--- config.mk ---
export PLATFORM = sky130hd
export DESIGN_NAME = tlb_xlate
export DESIGN_NICKNAME = d
export VERILOG_FILES = /design/src/rtl/tlb_pkg.sv /design/src/rtl/tlb_arb.sv /design/src/rtl/tlb_match.sv /design/src/rtl/tlb_perm.sv /design/src/rtl/tlb_xlate.sv
export SDC_FILE = /design/constraint.sdc
export NUM_CORES = 2
export LEC_CHECK = 0
export ABC_AREA = 1
export BUFFER_PORTS_ARGS = -buffer_cell sky130_fd_sc_hd__buf_2
export CAP_MARGIN = 20
export CELL_PAD_IN_SITES_DETAIL_PLACEMENT = 0
export CELL_PAD_IN_SITES_GLOBAL_PLACEMENT = 1
export CORE_MARGIN = 1.5
export CORE_UTILIZATION = 30
export DETAILED_ROUTE_END_ITERATION = 10
export HOLD_SLACK_MARGIN = 0.03
export PLACE_DENSITY = 0.63
export SLEW_MARGIN = 25
export SYNTH_ARGS = -nofsm -noshare
export SYNTH_HDL_FRONTEND = slang
export SYNTH_SLANG_ARGS = --single-unit
--- constraint.sdc ---
create_clock -name clk -period 3.8 [get_ports clk]
set_clock_uncertainty 0.15 [all_clocks]
set_input_delay 0.19 -clock clk [delete_from_list [all_inputs] [get_ports clk]]
set_output_delay 0.19 -clock clk [all_outputs]
set_load 0.03 [all_outputs]
--- src/rtl/tlb_pkg.sv ---
package tlb_pkg;
    localparam int EA_W    = 32;
    localparam int OFS_W   = 12;
    localparam int PN_W    = EA_W - OFS_W;
    localparam int PID_W   = 8;
    localparam int PERM_W  = 6;

    localparam int P_SR = 0;
    localparam int P_SW = 1;
    localparam int P_SX = 2;
    localparam int P_UR = 3;
    localparam int P_UW = 4;
    localparam int P_UX = 5;

    typedef enum logic [1:0] {
        ACC_LOAD  = 2'd0,
        ACC_STORE = 2'd1,
        ACC_FETCH = 2'd2
    } acc_t;

    typedef struct packed {
        logic              valid;
        logic              as_id;
        logic [PID_W-1:0]  pid;
        logic [PN_W-1:0]   epn;
        logic [PN_W-1:0]   rpn;
        logic [PERM_W-1:0] perm;
        logic              ci;
        logic              guard;
        logic              nx;
    } tlb_entry_t;
endpackage

--- src/rtl/tlb_arb.sv ---
module tlb_arb
    import tlb_pkg::*;
(
    input  logic            i_req,
    input  logic            i_as,
    input  logic [EA_W-1:0] i_ea,
    input  logic            d_req,
    input  logic            d_as,
    input  logic            d_we,
    input  logic [EA_W-1:0] d_ea,
    output logic            i_gnt,
    output logic            d_gnt,
    output logic            sel_any,
    output logic            sel_src,
    output logic            sel_as,
    output logic [EA_W-1:0] sel_ea,
    output acc_t            sel_kind
);
    always_comb begin
        i_gnt    = i_req;
        d_gnt    = d_req && !i_req;
        sel_any  = i_req || d_req;
        sel_src  = !i_req;
        sel_as   = i_req ? i_as : d_as;
        sel_ea   = i_req ? i_ea : d_ea;
        if (i_req)     sel_kind = ACC_FETCH;
        else if (d_we) sel_kind = ACC_STORE;
        else           sel_kind = ACC_LOAD;
    end
endmodule

--- src/rtl/tlb_match.sv ---
module tlb_match
    import tlb_pkg::*;
#(
    parameter int NUM_ENTRIES = 16,
    localparam int IDX_W = (NUM_ENTRIES > 1) ? $clog2(NUM_ENTRIES) : 1
) (
    input  tlb_entry_t [NUM_ENTRIES-1:0] tbl,
    input  logic                         q_as,
    input  logic [PID_W-1:0]             q_pid,
    input  logic [PN_W-1:0]              q_epn,
    output logic                         hit,
    output logic [IDX_W-1:0]             hit_idx
);
    logic [NUM_ENTRIES-1:0] line_hit;

    for (genvar g = 0; g < NUM_ENTRIES; g++) begin : g_cmp
        assign line_hit[g] = tbl[g].valid
                          && (tbl[g].as_id == q_as)
                          && ((tbl[g].pid == '0) || (tbl[g].pid == q_pid))
                          && (tbl[g].epn == q_epn);
    end

    always_comb begin
        hit     = 1'b0;
        hit_idx = '0;
        for (int k = NUM_ENTRIES - 1; k >= 0; k--) begin
            if (line_hit[k]) begin
                hit     = 1'b1;
                hit_idx = IDX_W'(k);
            end
        end
    end
endmodule

--- src/rtl/tlb_perm.sv ---
module tlb_perm
    import tlb_pkg::*;
(
    input  tlb_entry_t ent,
    input  acc_t       kind,
    input  logic       super_mode,
    output logic       allow
);
    always_comb begin
        case (kind)
            ACC_FETCH: allow = (super_mode ? ent.perm[P_SX] : ent.perm[P_UX]) && !ent.nx;
            ACC_STORE: allow = super_mode ? ent.perm[P_SW] : ent.perm[P_UW];
            default:   allow = super_mode ? ent.perm[P_SR] : ent.perm[P_UR];
        endcase
    end
endmodule

--- src/rtl/tlb_xlate.sv ---
module tlb_xlate
    import tlb_pkg::*;
#(
    parameter int NUM_ENTRIES = 16
) (
    input  logic              clk,
    input  logic              rst_n,
    input  logic [PID_W-1:0]  ctx_pid,
    input  logic              ctx_super,
    input  logic              i_req,
    input  logic              i_as,
    input  logic [EA_W-1:0]   i_ea,
    output logic              i_gnt,
    input  logic              d_req,
    input  logic              d_as,
    input  logic              d_we,
    input  logic [EA_W-1:0]   d_ea,
    output logic              d_gnt,
    input  logic              wr_en,
    input  logic              wr_as,
    input  logic [PID_W-1:0]  wr_pid,
    input  logic [PN_W-1:0]   wr_epn,
    input  logic [PN_W-1:0]   wr_rpn,
    input  logic [PERM_W-1:0] wr_perm,
    input  logic              wr_ci,
    input  logic              wr_guard,
    input  logic              wr_nx,
    input  logic              inv_all,
    input  logic              inv_pid_en,
    input  logic [PID_W-1:0]  inv_pid,
    output logic              rsp_valid,
    output logic              rsp_src,
    output logic              rsp_hit,
    output logic              rsp_miss,
    output logic              rsp_fault,
    output logic [EA_W-1:0]   rsp_pa,
    output logic              rsp_ci,
    output logic              rsp_guard
);
    localparam int IDX_W = (NUM_ENTRIES > 1) ? $clog2(NUM_ENTRIES) : 1;
    localparam logic [IDX_W-1:0] LAST_IDX = IDX_W'(NUM_ENTRIES - 1);

    typedef struct packed {
        tlb_entry_t [NUM_ENTRIES-1:0] tbl;
        logic [IDX_W-1:0]             ptr;
        logic                         valid;
        logic                         src;
        logic                         hit;
        logic                         miss;
        logic                         fault;
        logic [EA_W-1:0]              pa;
        logic                         ci;
        logic                         guard;
    } state_t;

    state_t st_d, st_q;

    logic            sel_any, sel_src, sel_as;
    logic [EA_W-1:0] sel_ea;
    acc_t            sel_kind;
    logic            m_hit;
    logic [IDX_W-1:0] m_idx;
    tlb_entry_t      m_ent;
    logic            m_allow;

    tlb_arb u_arb (
        .i_req    (i_req),
        .i_as     (i_as),
        .i_ea     (i_ea),
        .d_req    (d_req),
        .d_as     (d_as),
        .d_we     (d_we),
        .d_ea     (d_ea),
        .i_gnt    (i_gnt),
        .d_gnt    (d_gnt),
        .sel_any  (sel_any),
        .sel_src  (sel_src),
        .sel_as   (sel_as),
        .sel_ea   (sel_ea),
        .sel_kind (sel_kind)
    );

    tlb_match #(.NUM_ENTRIES(NUM_ENTRIES)) u_match (
        .tbl     (st_q.tbl),
        .q_as    (sel_as),
        .q_pid   (ctx_pid),
        .q_epn   (sel_ea[EA_W-1:OFS_W]),
        .hit     (m_hit),
        .hit_idx (m_idx)
    );

    assign m_ent = st_q.tbl[m_idx];

    tlb_perm u_perm (
        .ent        (m_ent),
        .kind       (sel_kind),
        .super_mode (ctx_super),
        .allow      (m_allow)
    );

    always_comb begin
        st_d = st_q;

        // lookup result
        st_d.valid = sel_any;
        st_d.src   = sel_src;
        st_d.hit   = sel_any && m_hit && m_allow;
        st_d.miss  = sel_any && !m_hit;
        st_d.fault = sel_any && m_hit && !m_allow;
        st_d.pa    = '0;
        st_d.ci    = 1'b0;
        st_d.guard = 1'b0;
        if (st_d.hit) begin
            st_d.pa    = {m_ent.rpn, sel_ea[OFS_W-1:0]};
            st_d.ci    = m_ent.ci;
            st_d.guard = m_ent.guard;
        end

        // table maintenance
        if (inv_all) begin
            for (int k = 0; k < NUM_ENTRIES; k++) st_d.tbl[k].valid = 1'b0;
        end else begin
            if (inv_pid_en) begin
                for (int k = 0; k < NUM_ENTRIES; k++) begin
                    if (st_q.tbl[k].pid != '0 && st_q.tbl[k].pid == inv_pid)
                        st_d.tbl[k].valid = 1'b0;
                end
            end
            if (wr_en) begin
                st_d.tbl[st_q.ptr] = '{valid: 1'b1, as_id: wr_as, pid: wr_pid,
                                       epn: wr_epn, rpn: wr_rpn, perm: wr_perm,
                                       ci: wr_ci, guard: wr_guard, nx: wr_nx};
                st_d.ptr = (st_q.ptr == LAST_IDX) ? '0 : st_q.ptr + 1'b1;
            end
        end
    end

    always_ff @(posedge clk or negedge rst_n) begin
        if (!rst_n) st_q <= '0;
        else        st_q <= st_d;
    end

    assign rsp_valid = st_q.valid;
    assign rsp_src   = st_q.src;
    assign rsp_hit   = st_q.hit;
    assign rsp_miss  = st_q.miss;
    assign rsp_fault = st_q.fault;
    assign rsp_pa    = st_q.pa;
    assign rsp_ci    = st_q.ci;
    assign rsp_guard = st_q.guard;
endmodule

## After elaboration in Yosys (flattened, before gate mapping)

Cells that the tools add are included.

| operators by class | value |
|---|---|
| multiplexer cells | 112 |
| add/sub/neg operators | 1 |
| bitwise logic cells | 1 |
| reductions and logical operators | 125 |
| equal/unequal tests | 67 |
| order comparisons | 3 |

Operators with widths:

| operator | count |
|---|---|
| 948-bit two-way mux | 1 |
| 944-bit bitwise mux | 1 |
| 20-bit equality test | 16 |
| 8-bit equality test | 32 |
| 59-bit binary-select mux with 4-bit select | 1 |
| 59-bit demux with 4-bit select | 1 |
| 8-bit zero test | 16 |
| 8-bit nonzero test | 16 |
| 1-bit two-way mux | 85 |
| 1-bit logical AND | 71 |
| 4-bit two-way mux | 17 |
| 59-bit two-way mux | 1 |
| 34-bit two-way mux | 1 |
| 32-bit two-way mux | 1 |
| 29-bit two-way mux | 1 |
| 1-bit logical OR | 17 |
| 1-bit equality test | 16 |
| 4-bit by 5-bit less-than comparator with 1-bit output (second input constant) | 2 |
| 4-bit by 1-bit adder with 4-bit output (second input constant) | 1 |
| 4-bit equality test (second input constant) | 1 |
| 4-bit by 1-bit >= comparator with 1-bit output (second input constant) | 1 |
| 1-bit zero test | 4 |
| 2-bit by 1-bit equality test with 1-bit output (second input constant) | 1 |
| 2-bit equality test (second input constant) | 1 |
| 4 further kinds | 4 |

| word-level totals | value |
|---|---|
| register bits after elaboration | 987 |
| input port bits | 149 |
| output and inout port bits | 41 |

## Longest topological paths before layout

| depth | value |
|---|---|
| depth in word-level cells | 28 |
| mapped depth | 42 |
| mapped depth without buffers | 38 |

## Hierarchy

Synthesis repeated with hierarchy kept, for this count alone.

| unflattened totals | value |
|---|---|
| cells, all modules | 7583 |
| area total of the unflattened synthesis | 55645.9 µm² |

By module, submodules not included:

| module | instances | seq. area each (µm²) | cells an instance | area an instance (µm²) |
|---|---|---|---|---|
| tlb_xlate | 1 | 24698.7 | 6149 | 48064.8 |
| tlb_match | 1 | 0.0 | 1296 | 6954.2 |
| tlb_arb | 1 | 0.0 | 114 | 508.0 |
| tlb_perm | 1 | 0.0 | 24 | 118.9 |

## Worst setup path after synthesis

OpenSTA, ideal clock, no wires.

| timing path | value |
|---|---|
| kind | input-to-reg |
| from | in i_req |
| to | reg st_q (netlist bit rsp_hit) |
| path buffers | 6 |
| library setup time | 0.118 ns |
| stages | 23 |
| data arrival time | 3.177 ns |
| slack | 0.355 ns |
| cell sequence | buf_4 -> inv_4 -> buf_6 -> nand2_1 -> nand2_2 -> buf_2 -> o22ai_1 -> or4_1 -> nor3_2 -> o2111ai_2 -> nand2_2 -> nand2_2 -> buf_6 -> buf_6 -> o211ai_2 -> o21ai_1 -> a21oi_1 -> a21oi_1 -> nand3_1 -> nand2_2 -> nand2_4 -> buf_6 -> inv_1 |

RTL lines:

| what | line | source |
|---|---|---|
| start, declared | tlb_xlate.sv:10 | `input logic i_req,` |
| end signal, assigned | tlb_xlate.sv:140 | `else st_q <= st_d;` |
| end, declared | tlb_xlate.sv:56 | `state_t st_d, st_q;` |

==> run summary <==
Outcome = complete, but fails checks
Failing checks = negative setup slack
Latest clock arrival within the worst-skew pair = 780 ps
Switching Fraction = 35.6%
Chip width = 410 um
Post-synthesis cell type count = 51
Peak supply drop = 375 uV
Crit path kind = flop to flop
Critical Path Start Type = flop
Buf/Inv on CP = 7
PortBufs = 189
Wire per inst = 22.2 um
Routed wire length = 201000 um
Final Hold Violating Endpoints = 0
Post-synth top flop = dfrtp_1
Maxcap violations = 0
Largest delay share family, worst path = simple AND/OR/NAND/NOR gates
Max_slew headroom = 40.8%
R2R setup slack = -240 ps
Largest net degree at the start of global routing = 122
DR pass1 iterations = 6
Die H = 410 um
Gr ovfl total = 0
Dpl cells = 8722
Critical Path RT = 4320 ps
FMAX = 0.247 GHz
Core Region = 165000 um^2
GRT Util Overall = 23.6%
Num CTS Buffers = 115
Dpl ws = -917 ps
Mapped Area = 49700 um^2
Routed vias = 45521
Post-Synthesis Cells = 6289
First-pass GRT wire length = 297000 um
Unrepaired setup endpoints after global routing = true
Hold path startpoint = wr_rpn[6]
Cell area power density = 688 nW/um^2
Fin crit share = 106%
Area growth from synthesis to final layout = 25.8%
Final WS setup = -243 ps
Ratio of cells with drive above 1 in the final layout = 16.2%
Antenna Nets Post-Route = 0
Non-Filler Instances = 9059
CP endpoint kind = flop
Combinational power share = 31.2%
Cell Rows = 149
# clock sinks = 987
Worst path arrival time = 4570 ps
WHS Path Cells = 4
# H-tree levels = 3
EDFF count, synth = 0
Slowest Stage Delay on Critical Path = 390 ps
Syn Nets = 6442
HPWL Detailed = 133000 um
Via/cell ratio = 5.02
Internal power = 27700 uW
NetSw = 15300 uW
Initial antenna violation count = 6
Fill cells = 17105
Worst flop-to-flop path endpoint = rsp_pa[25]
Hold Slack = 87.3 ps
Worst-Margin Slew = 887 ps
Crit path max fanout = 7
Number of global-route vias before repair = 43742
Period minus WS final = 4040 ps
FFs w/ async S/R, synth = 100%
Die area = 168000 um^2
Max Transition Viols Final = 0
Clock power frac = 27.0%
Antenna cell count = 0
Number of synthesized register bits = 987
Final setup viols = 36
Top-level port count = 190
Starting Density = 30.2%
Min-Delay Path Class = primary input to flop
Mean Syn Cell Area = 7.90 um^2
R2r worst-path depth = 27
DRC errors left = 0
Gp weighted congestion = 0.906
CTS tree = built
Yosys warnings = 0
Nets = 6930
Crit path max-delay cell type = dfrtp_1
Clock buffer depth = 3
CTS clk-pin slew, worst paths = 60 ps
Part of the Yosys area used for sequential elements = 49.7%
Root buffer cell = clkbuf_16
Drt first-iter violations = 4567
Sequential share of power = 41.9%
Leak pwr = 0.0297 uW
==> timing repair <==
action / 4_1_cts / 5_1_grt
gates resized for setup: 59 / 65
endpoints found under the setup margin: 36 / 36
buffers inserted: 14 / 16
hold buffers: 95 / 0
gates cloned: 4 / 3
pin swaps: 11 / 35
hold endpoints to repair: 1475 / 0
==> worst reg2reg max path, stage by stage, from the launching register on <==
cell       delay, ps
dfrtp_1          390
xor2_1           250
nor4_1           370
nand4_1          160
nor2_2           150
buf_4            140
o2111ai_1         90
buf_4            190
nand2_1           80
nand2_2           60
nand2_2           60
nand2_2           60
nand2_4          140
nand2_8           90
buf_12           160
buf_6            140
buf_6            120
o211ai_1         170
nand3_1          100
nand3_1           90
nand2_1           50
nand2_1           70
nand3_2          100
nand2_4          110
nand2_8           70
buf_12           160
buf_12           170
nor2_4            70
==> cell usage after synthesis, types with 54 or more instances <==
library cell / count / area share [%]
nand2_1: 1720 / 13
dfrtp_1: 987 / 50
o21ai_0: 976 / 9.8
inv_1: 574 / 4.3
nor2_1: 347 / 2.6
a21oi_1: 310 / 3.1
clkbuf_1: 298 / 2.3
nand3_1: 152 / 1.5
xor2_1: 134 / 2.4
o22ai_1: 100 / 1.3
nand4_1: 78 / 0.98
buf_2: 75 / 0.76
buf_4: 54 / 0.82
xnor2_1: 54 / 0.95
==> power groups by stage <==
stage	clock network, uW	registers (uW)	logic (uW)
after floorplan	0	17200	8240
after global placement	0	18000	12600
after detailed placement	0	18000	12800
after CTS	11800	17900	13200
after global routing	12200	18500	15200
final	11600	18000	13400
==> cell families (layout without fill, tap and decap cells) <==
group | after synthesis | count (layout) | synth area share [%]
mux | 32 | 32 | 0.644
fa+ha+maj | 4 | 4 | 0.101
simple gates | 2455 | 2455 | 20.1
compound gates | 1569 | 1569 | 17.4
buf+inv | 1054 | 1635 | 8.73
xor+xnor | 188 | 188 | 3.31
flops | 987 | 987 | 49.7
==> through the flow <==
step / setup TNS [ps] / util [%] / instance area [um^2] / total power, uW
after global routing: -13610 / 37.9 / 62500 / 46000
after floorplan: 0 / - / 49700 / 25500
after CTS: -5950 / 37.7 / 62100 / 42900
after detailed placement: -32070 / 34.4 / 56700 / 30800
after global placement: -32220 / 34.4 / 56700 / 30600
final: -7160 / 37.9 / 62500 / 43000
==> worst max-delay path by stage <==
stage,depth (start not counted),start,slack (ps),endpoint
floorplan,23,i_req,360,rsp_hit
global placement,37,i_req,-920,rsp_pa[0]
detailed placement,37,i_req,-920,rsp_pa[1]
CTS,33,flop,-180,rsp_guard
global route,36,flop,-420,rsp_pa[27]
finish,27,flop,-240,rsp_pa[25]
==> routing by layer <==
layer  wire length [um]  global-route usage (%)
met2              89900                    36.8
met4               6330                    7.25
met5                 13                       0
met1              92300                    33.8
met3              12300                    3.04
==> layout make-up <==
class	count	area, um^2	area share (%)
Inverter	581	2190	3.50
Clock buffer	169	3410	5.46
Tap cell	2189	2740	4.38
Multi-Input combinational cell	4248	21300	34.1
Clock inverter	41	510	0.817
Timing Repair Buffer	844	7660	12.3
Sequential cell	987	24700	39.5
==> placed cells by master, fill, tap and decap left out, types with 28 or more instances in the layout <==
cell / Yosys / routed
nor2_4: 0 / 36
nor2_1: 347 / 324
clkbuf_16: 0 / 119
o22ai_1: 100 / 100
nand3_1: 152 / 138
nand4_1: 78 / 78
dlygate4sd3_1: 0 / 94
clkbuf_8: 0 / 31
a21oi_1: 310 / 305
dfrtp_1: 987 / 984
nand2_1: 1720 / 1699
nand2_2: 18 / 28
mux2i_1: 32 / 32
a221oi_1: 51 / 51
xor2_1: 134 / 134
inv_1: 574 / 564
buf_2: 75 / 188
nor4_1: 35 / 31
xnor2_1: 54 / 54
o21ai_0: 976 / 974
buf_4: 54 / 437
buf_12: 0 / 109
Power figures use the tool's default switching activity.
